File: src/rtl/score_pkg.sv
package score_pkg;

    localparam int NIB_W = 4;
    localparam int SEG_W = 7;

    typedef logic [NIB_W-1:0] bcd_t;
    typedef logic [SEG_W-1:0] seg_t;

    typedef enum logic [1:0] {
        VERDICT_HIGH  = 2'b00,
        VERDICT_LOW   = 2'b01,
        VERDICT_EXACT = 2'b10,
        VERDICT_RSVD  = 2'b11
    } verdict_e;

    typedef struct packed {
        logic cout;
        bcd_t digit;
    } dsum_t;

    // Point value of one verdict, as a single decimal digit.
    function automatic bcd_t verdict_points(verdict_e v, bcd_t exact_pts, bcd_t low_pts);
        bcd_t p;
        case (v)
            VERDICT_EXACT: p = exact_pts;
            VERDICT_LOW:   p = low_pts;
            default:       p = '0;
        endcase
        return p;
    endfunction

    // One decimal digit add with correction by six.
    function automatic dsum_t bcd_digit_add(bcd_t a, bcd_t b, logic cin);
        logic [NIB_W:0] raw;
        logic [NIB_W:0] fixed;
        dsum_t r;
        raw = {1'b0, a} + {1'b0, b} + {{NIB_W{1'b0}}, cin};
        if (raw > 5'd9) begin
            fixed   = raw + 5'd6;
            r.digit = fixed[NIB_W-1:0];
            r.cout  = 1'b1;
        end else begin
            r.digit = raw[NIB_W-1:0];
            r.cout  = 1'b0;
        end
        return r;
    endfunction

    // Active-high gfedcba pattern, blank for non-decimal codes.
    function automatic seg_t seg_pattern(bcd_t d);
        seg_t s;
        case (d)
            4'd0:    s = 7'h3F;
            4'd1:    s = 7'h06;
            4'd2:    s = 7'h5B;
            4'd3:    s = 7'h4F;
            4'd4:    s = 7'h66;
            4'd5:    s = 7'h6D;
            4'd6:    s = 7'h7D;
            4'd7:    s = 7'h07;
            4'd8:    s = 7'h7F;
            4'd9:    s = 7'h6F;
            default: s = 7'h00;
        endcase
        return s;
    endfunction

endpackage

File: src/rtl/score_digit_add.sv
module score_digit_add
    import score_pkg::*;
(
    input  bcd_t a_i,
    input  bcd_t b_i,
    input  logic cin_i,
    output bcd_t sum_o,
    output logic cout_o
);

    dsum_t res;

    always_comb begin
        res    = bcd_digit_add(a_i, b_i, cin_i);
        sum_o  = res.digit;
        cout_o = res.cout;
    end

endmodule

File: src/rtl/score_round_ctr.sv
module score_round_ctr #(
    parameter int ROUNDS = 9
) (
    input  logic clk,
    input  logic rst,
    input  logic stb_i,
    output logic accept_o,
    output logic done_o
);

    localparam int CNT_W = $clog2(ROUNDS + 1);
    localparam logic [CNT_W-1:0] LAST = CNT_W'(ROUNDS);

    logic [CNT_W-1:0] cnt_q;

    assign done_o   = (cnt_q == LAST);
    assign accept_o = stb_i & ~done_o;

    always_ff @(posedge clk) begin
        if (rst) begin
            cnt_q <= '0;
        end else if (accept_o) begin
            cnt_q <= cnt_q + 1'b1;
        end
    end

endmodule

File: src/rtl/score_seg_enc.sv
module score_seg_enc
    import score_pkg::*;
(
    input  bcd_t digit_i,
    output seg_t seg_o
);

    assign seg_o = seg_pattern(digit_i);

endmodule

File: src/rtl/score_accum.sv
module score_accum
    import score_pkg::*;
#(
    parameter int ROUNDS    = 9,
    parameter int DIGITS    = 2,
    parameter int PTS_EXACT = 9,
    parameter int PTS_LOW   = 4
) (
    input  logic                      clk,
    input  logic                      rst,
    input  logic                      round_stb,
    input  logic [1:0]                guess,
    output logic [DIGITS*NIB_W-1:0]   total_bcd,
    output logic [DIGITS*SEG_W-1:0]   seg_bus,
    output logic                      done
);

    localparam int TOT_W = DIGITS * NIB_W;

    logic [TOT_W-1:0] total_q;
    logic [TOT_W-1:0] sum_c;
    logic [DIGITS:0]  carry_c;
    bcd_t             pts_c;
    logic             accept;

    score_round_ctr #(.ROUNDS(ROUNDS)) ctr_i (
        .clk      (clk),
        .rst      (rst),
        .stb_i    (round_stb),
        .accept_o (accept),
        .done_o   (done)
    );

    assign pts_c      = verdict_points(verdict_e'(guess), bcd_t'(PTS_EXACT), bcd_t'(PTS_LOW));
    assign carry_c[0] = 1'b0;

    for (genvar k = 0; k < DIGITS; k++) begin : g_digit
        bcd_t addend;
        if (k == 0) begin : g_lsd
            assign addend = pts_c;
        end else begin : g_upper
            assign addend = '0;
        end

        score_digit_add add_i (
            .a_i    (total_q[k*NIB_W +: NIB_W]),
            .b_i    (addend),
            .cin_i  (carry_c[k]),
            .sum_o  (sum_c[k*NIB_W +: NIB_W]),
            .cout_o (carry_c[k+1])
        );

        score_seg_enc enc_i (
            .digit_i (total_q[k*NIB_W +: NIB_W]),
            .seg_o   (seg_bus[k*SEG_W +: SEG_W])
        );
    end

    always_ff @(posedge clk) begin
        if (rst) begin
            total_q <= '0;
        end else if (accept) begin
            total_q <= sum_c;
        end
    end

    assign total_bcd = total_q;

endmodule

File: config.mk
export PLATFORM = sky130hd
export DESIGN_NAME = score_accum
export DESIGN_NICKNAME = d
export VERILOG_FILES = /design/src/rtl/score_pkg.sv /design/src/rtl/score_digit_add.sv /design/src/rtl/score_round_ctr.sv /design/src/rtl/score_seg_enc.sv /design/src/rtl/score_accum.sv
export SDC_FILE = /design/constraint.sdc
export NUM_CORES = 1
export LEC_CHECK = 0
export ABC_AREA = 0
export BUFFER_PORTS_ARGS = -buffer_cell sky130_fd_sc_hd__buf_2
export CAP_MARGIN = 20
export CORE_ASPECT_RATIO = 1.25
export CORE_MARGIN = 1
export CORE_UTILIZATION = 50
export CTS_CLUSTER_DIAMETER = 100
export DETAILED_ROUTE_END_ITERATION = 7
export PLACE_DENSITY = 0.76
export SETUP_SLACK_MARGIN = 0.1
export SYNTH_ARGS = -nofsm -noshare
export SYNTH_HDL_FRONTEND = slang
export SYNTH_SLANG_ARGS = --single-unit
File: constraint.sdc
create_clock -name clk -period 5.2 [get_ports clk]
set_input_delay 1.3 -clock clk [delete_from_list [all_inputs] [get_ports clk]]
set_output_delay 1.3 -clock clk [all_outputs]
set_load 0.05 [all_outputs]
* Word level (Yosys, flattened, before mapping)
Memories as Yosys holds them, arrays and structs flattened. A register that Yosys moved wholly into a read port is not among the register bits.
Cells that the tools add are included.
** Storage, ports and cells
- Register bits after elaboration :: 12
- Bits of input ports :: 5
- Memories :: 2
- Word-level logic and storage cells :: 23
- Output and inout bits :: 23
- Bits in read-only memories :: 224
** Operators by class
- Order comparisons :: 2
- Multiplexer cells :: 7
- Add/subtract/negate cells :: 5
- Bitwise gates (word level) :: 2
- Equal/unequal tests :: 3
** Memory list
- (name not given) :: words 16, bits a word 7, read ports 1, clocked after Yosys merged registers in 1, write ports 0, line score_pkg.sv:52 : case (d)
- (name not given) :: words 16, bits a word 7, read ports 1, clocked after Yosys merged registers in 1, write ports 0, line score_pkg.sv:52
** Operators by type and width (number)
- $mux 4 :: 5
- $gt 5x4->1 const B :: 2
- $add 4x3->4 const B :: 2
- $pmux 4 s2 :: 1
- $add 4x1->5 :: 1
- $add 4x4->5 :: 1
- $mux 5 :: 1
- $add 4x1->4 const B :: 1
- $eq 4x4->1 const B :: 1
- $eq 2x1->1 const B :: 1
- $eq 2x2->1 const B :: 1
- $and 1x1->1 :: 1
- $not 1->1 :: 1

* Logic depth before layout (Yosys ltp)
- Word-level depth :: 10
- Gate-level depth with buffers :: 23
- Depth with buffers taken out :: 22

* Hierarchy
A second synthesis with hierarchy kept.
** Unflattened totals
- Cell total of the unflattened synthesis :: 152
- Area total of the unflattened synthesis :: 1375.1 µm²
** Modules (own cells, without submodules)
- score_digit_add :: cells an instance 23, area an instance 217.7 µm², sequential area each 0.0 µm², times used 2
- score_accum :: cells an instance 29, area an instance 301.5 µm², sequential area each 160.2 µm², times used 1
- score_seg_enc at g_digit[0].enc_i :: cells an instance 28, area an instance 220.2 µm², sequential area each 0.0 µm², times used 1
- score_round_ctr :: cells an instance 23, area an instance 216.5 µm², sequential area each 80.1 µm², times used 1
- score_seg_enc at g_digit[1].enc_i :: cells an instance 26, area an instance 201.4 µm², sequential area each 0.0 µm², times used 1

* Least setup slack after synthesis
Ideal clock, no wire load.
- Kind :: input -> register
- Start point :: input port guess[0]
- End point :: register, netlist name g_digit[1].enc_i.seg_o[1]
- Stages on the path :: 21
- Buffers on the path :: 1
- Required time :: 5038 ps
- Data arrival time :: 5374 ps
- Setup time :: 162 ps
- Setup slack :: -335 ps
- Cell sequence :: and2b_1 > and2_1 > ha_1 > xnor2_1 > ha_1 > o211a_1 > a31oi_4 > a31oi_1 > nand2_1 > ha_1 > ha_1 > clkbuf_1 > inv_2 > a21o_1 > o22ai_1 > a211oi_1 > nor3_1 > inv_1 > ha_1 > nand2_1 > a22oi_1
** Between the ends
- Longest elaborated chain between the ends :: 10
- Elaborated cells on any way between the ends :: 12
- Those cells by class :: add/sub (3); order compare (2); eq/ne (2); mux (5)
** Ends and longest elaborated chain
- start: declaration :: line score_accum.sv:12 : input logic [1:0] guess,
- $eq 2x1->1 or $eq 2x2->1 (tied branches) :: line score_pkg.sv:24 : case (v)
- $pmux 4 s2 (*) :: line score_pkg.sv:24
- $add 4x4->5 (*) :: line score_pkg.sv:37 : raw = {1'b0, a} + {1'b0, b} + {{NIB_W{1'b0}}, cin};
- $gt 5x4->1 (*) :: line score_pkg.sv:38 : if (raw > 5'd9) begin
- $mux 5 (*) :: line score_pkg.sv:38
- $add 4x1->5 (*) :: line score_pkg.sv:37
- $add 4x3->4 or $gt 5x4->1 (tied branches) :: line score_pkg.sv:39, score_pkg.sv:38
- $mux 4 (*) :: line score_pkg.sv:38
- $mux 4 (no source line) (*) (2 in series)
Every way passes the cells marked *; elsewhere a longest branch is shown, timed or not.
A chain may end at the register's enable or synchronous reset.

* Worst setup path in the final report
- Start point :: input port guess[1]
- End point :: register, netlist name g_digit[1].enc_i.seg_o[4]
** Between the ends
- Longest elaborated chain between the ends :: 10
- Elaborated cells on any way between the ends :: 12
- Those cells by class :: add/sub (3); order compare (2); eq/ne (2); mux (5)
** Ends and longest elaborated chain (line)
- $eq 2x1->1 or $eq 2x2->1 (tied branches) :: score_pkg.sv:24
- $pmux 4 s2 (*) :: score_pkg.sv:24
- $add 4x4->5 (*) :: score_pkg.sv:37
- $gt 5x4->1 (*) :: score_pkg.sv:38
- $mux 5 (*) :: score_pkg.sv:38
- $add 4x1->5 (*) :: score_pkg.sv:37
- $add 4x3->4 or $gt 5x4->1 (tied branches) :: score_pkg.sv:39, score_pkg.sv:38
- $mux 4 (*) :: score_pkg.sv:38
- $mux 4 (no source line) (*) (2 in series)
Marks and branches as above.

==> results.cfg <==
[drt]
routedWlPerCell_um = 13.9
drtIter0Drc = 14
firstDrtPassIters = 4
drcViolationCount = 0
dr_total_vias = 1484
ant_nets = 0
viasPerCell = 5.71
wl_mm = 3.62

[worst_setup_path]
worst_setup_path_end_kind = register
reg2reg_from = total_bcd[0]
path_class = input pin to register
crit_start = guess[1]
critPathLaunchType = input pin
cp.required_ps = 5340
worstPathArrival_ps = 5090
worstPathMaxFanout = 5

[timing]
fmax_mhz = 202
setup_tns_ps = 0
drv_slew = 0
fin_crit_ps = 4940
hold_viol_final = 0
tightest_slew_ps = 551
fin_skew_ps = 2.91
rsz0062_at_grt = false
finalCritPeriodShare_pct = 95.1
slew_headroom_pct = 63.2
setup_viol = 0

[cells_and_area]
nets = 249
regArea_um2 = 520
final_util_pct = 62.8
multi_input_area_um2 = 1150
drive_above_1_share_pct = 29.1
final.fill_count = 288
antennaDiodeCount = 0
syn_to_final_growth_pct = 18.8

[power_and_ir_drop]
combPwrFrac_pct = 44.9
swShare_pct = 41.7
clockPowerShare_pct = 22.2
p_per_area_nw_per_um2 = 370
seq_power_share_pct = 33.0
power.switching_mw = 0.315
p_leak_nw = 0.915
intPower_mw = 0.441
ir_drop_mv = 0.358

[synth]
syn_avg_cell_area_um2 = 9.01
synth_top_cell_area_share_pct = 30.3
synth_edf_count = 0
syn_area_um2 = 1720
async_flop_share_pct = 0
ys.flop_type = dfxtp_1
ys_ff_latch = 26
synth_cell_types = 58
netlist_instances = 191
synth_area_leaders = dfxtp_1 30%, ha_1 15%, nor2_1 3.5%, o221ai_1 2.5%, xnor2_1 2.5%
syn-num-nets = 216
yosysTopAreaCell = dfxtp_1
yosysWarnings = 0
yosysSeqAreaShare_pct = 30.3

[global_routing]
use_met1_pct = 26.1
grt_pass1_vias = 1411
grt_max_degree = 26
grt_use_met2_pct = 36.7
busiest_layer = met2
grt_util_met3_pct = 2.48
track_usage_pct = 21.5
overflow = 0
antenna_found_initial = 0
grt_pass1_wl_mm = 5.84

[hold_path]
worstHoldPathType = register to register
hold_start = ctr_i.cnt_q[3]

[clock_network]
clockRootBuffer = clkbuf_8
cts_hold_buffers = 0
clk_latency_ps = 270
cts_sinks = 26
numCtsBuffers = 3
path_clk_slew_ps = 90
ctsHtreeMaxLevel = 1
cts_tree = yes
clk_path_buf_depth = 2

[floorplan]
dieWidth_um = 54.5
die_area_um2 = 3680
io_pins = 28
die_y_um = 67.6
rows = 23
initial_core_util_pct = 52.9
core-area_um2 = 3250

[placed_design]
hpwlAfterDp_mm = 2.63
port_buffers = 27
place_congestion = 0.815

[status]
status = complete, no violations

[job]
drv_cap = 0
==> critical path, stage by stage <==
cell and delay, ps:
buf_2 130, and2b_1 210, and2_1 170, ha_2 320, inv_1 90, ha_2 200
nand4bb_1 100, o211a_1 210, a31oi_4 60, a31oi_2 230, nand2_1 80, ha_1 210
ha_2 390, inv_2 80, a21o_1 150, o22ai_1 210, a211oi_2 90, nor3_2 250
inv_1 110, ha_1 200, o21ai_0 190, o21ai_1 80
==> cell families after synthesis <==
| kind of cell | synth area share [%] |
|---|---|
| adder cells (fa/ha/maj) | 14.5 |
| AND/OR/NAND/NOR | 20.1 |
| XOR/XNOR | 5.02 |
| multiplexers | 1.16 |
| buffers and inverters | 4.65 |
| flip-flops | 30.3 |
| AO/OA/AOI/OAI | 24.2 |
==> layer usage <==
layer  vias to the layer above  routed length [um]
met5                         -                   0
met4                         0                  38
met3                         4                  88
met2                        31                1860
met1                       693                1630
li1                        756                   -
==> cell usage after synthesis, drive strengths merged (4+ instances only) <==
cell type,instances
a21oi,6
o21ai,10
a211oi,4
inv,13
or2,4
and2,6
a31oi,4
nand2,11
nor2,17
o221ai,5
clkbuf,7
xor2,4
xnor2,5
ha,20
dfxtp,26
==> layout by cell type (no fill, tap or decap), types with 3 or more instances in the layout <==
cell / n
xor2_1: 3
inv_2: 3
o31ai_1: 3
ha_2: 4
buf_4: 9
or2_2: 3
nand2_1: 11
ha_1: 16
xnor2_1: 4
nor2_1: 16
buf_2: 27
clkbuf_8: 3
and2_1: 5
o22ai_1: 3
dfxtp_1: 26
inv_1: 10
o221ai_1: 5
o21ai_0: 6
a21oi_1: 5
o21ai_1: 3
==> power by group through the flow <==
| stage | Combinational [mW] | Clock (mW) | Sequential (mW) |
|---|---|---|---|
| final | 0.339 | 0.167 | 0.249 |
| after global routing | 0.365 | 0.176 | 0.253 |
| after CTS | 0.335 | 0.171 | 0.249 |
| after detailed placement | 0.334 | 0 | 0.253 |
| after global placement | 0.331 | 0 | 0.253 |
| after floorplan | 0.147 | 0 | 0.366 |
==> stage by stage <==
stage               setup WS [ps]  cells  total power, mW  area, um2  hold WS [ps]
floorplan                     115    191            0.513       1740           479
global placement             62.9    255            0.584       1950           501
detailed placement           7.79    255            0.588       1950           514
CTS                           260    259            0.756       2020           534
global route                 66.3    260            0.794       2040           564
finish                        257    260            0.756       2040           529
==> path summary, 6_finish.rpt <==
check	to	slack [ps]	cells past startpoint
worst min register to register	ctr_i.cnt_q[3]	530	2
worst min-delay path	ctr_i.cnt_q[3]	530	2
worst max register to register	g_digit[1].enc_i.seg_o[4]	1220	20
worst max-delay path	g_digit[1].enc_i.seg_o[4]	260	22
==> repair_timing <==
action,in CTS,in global routing
resized for setup,0,5
setup endpoints to repair,0,6
endpoints found under the hold margin,0,0
buffers inserted,0,1
==> area by class of cell <==
cell class	count	share of cell area [%]
multi-input cells	144	56.5
flip-flops and latches	26	25.5
repair buffers	36	9.92
inverters	13	2.39
well taps	37	2.27
clock buffers	3	2.02
clock inverters	1	1.47
==> state kept, by name (all words and copies together) (netlist names) <==
signal and count:
ctr_i.cnt_q 4, g_digit.enc_i.seg_o 14, total_bcd 8
Note: power is estimated with default switching activity, not from simulation.
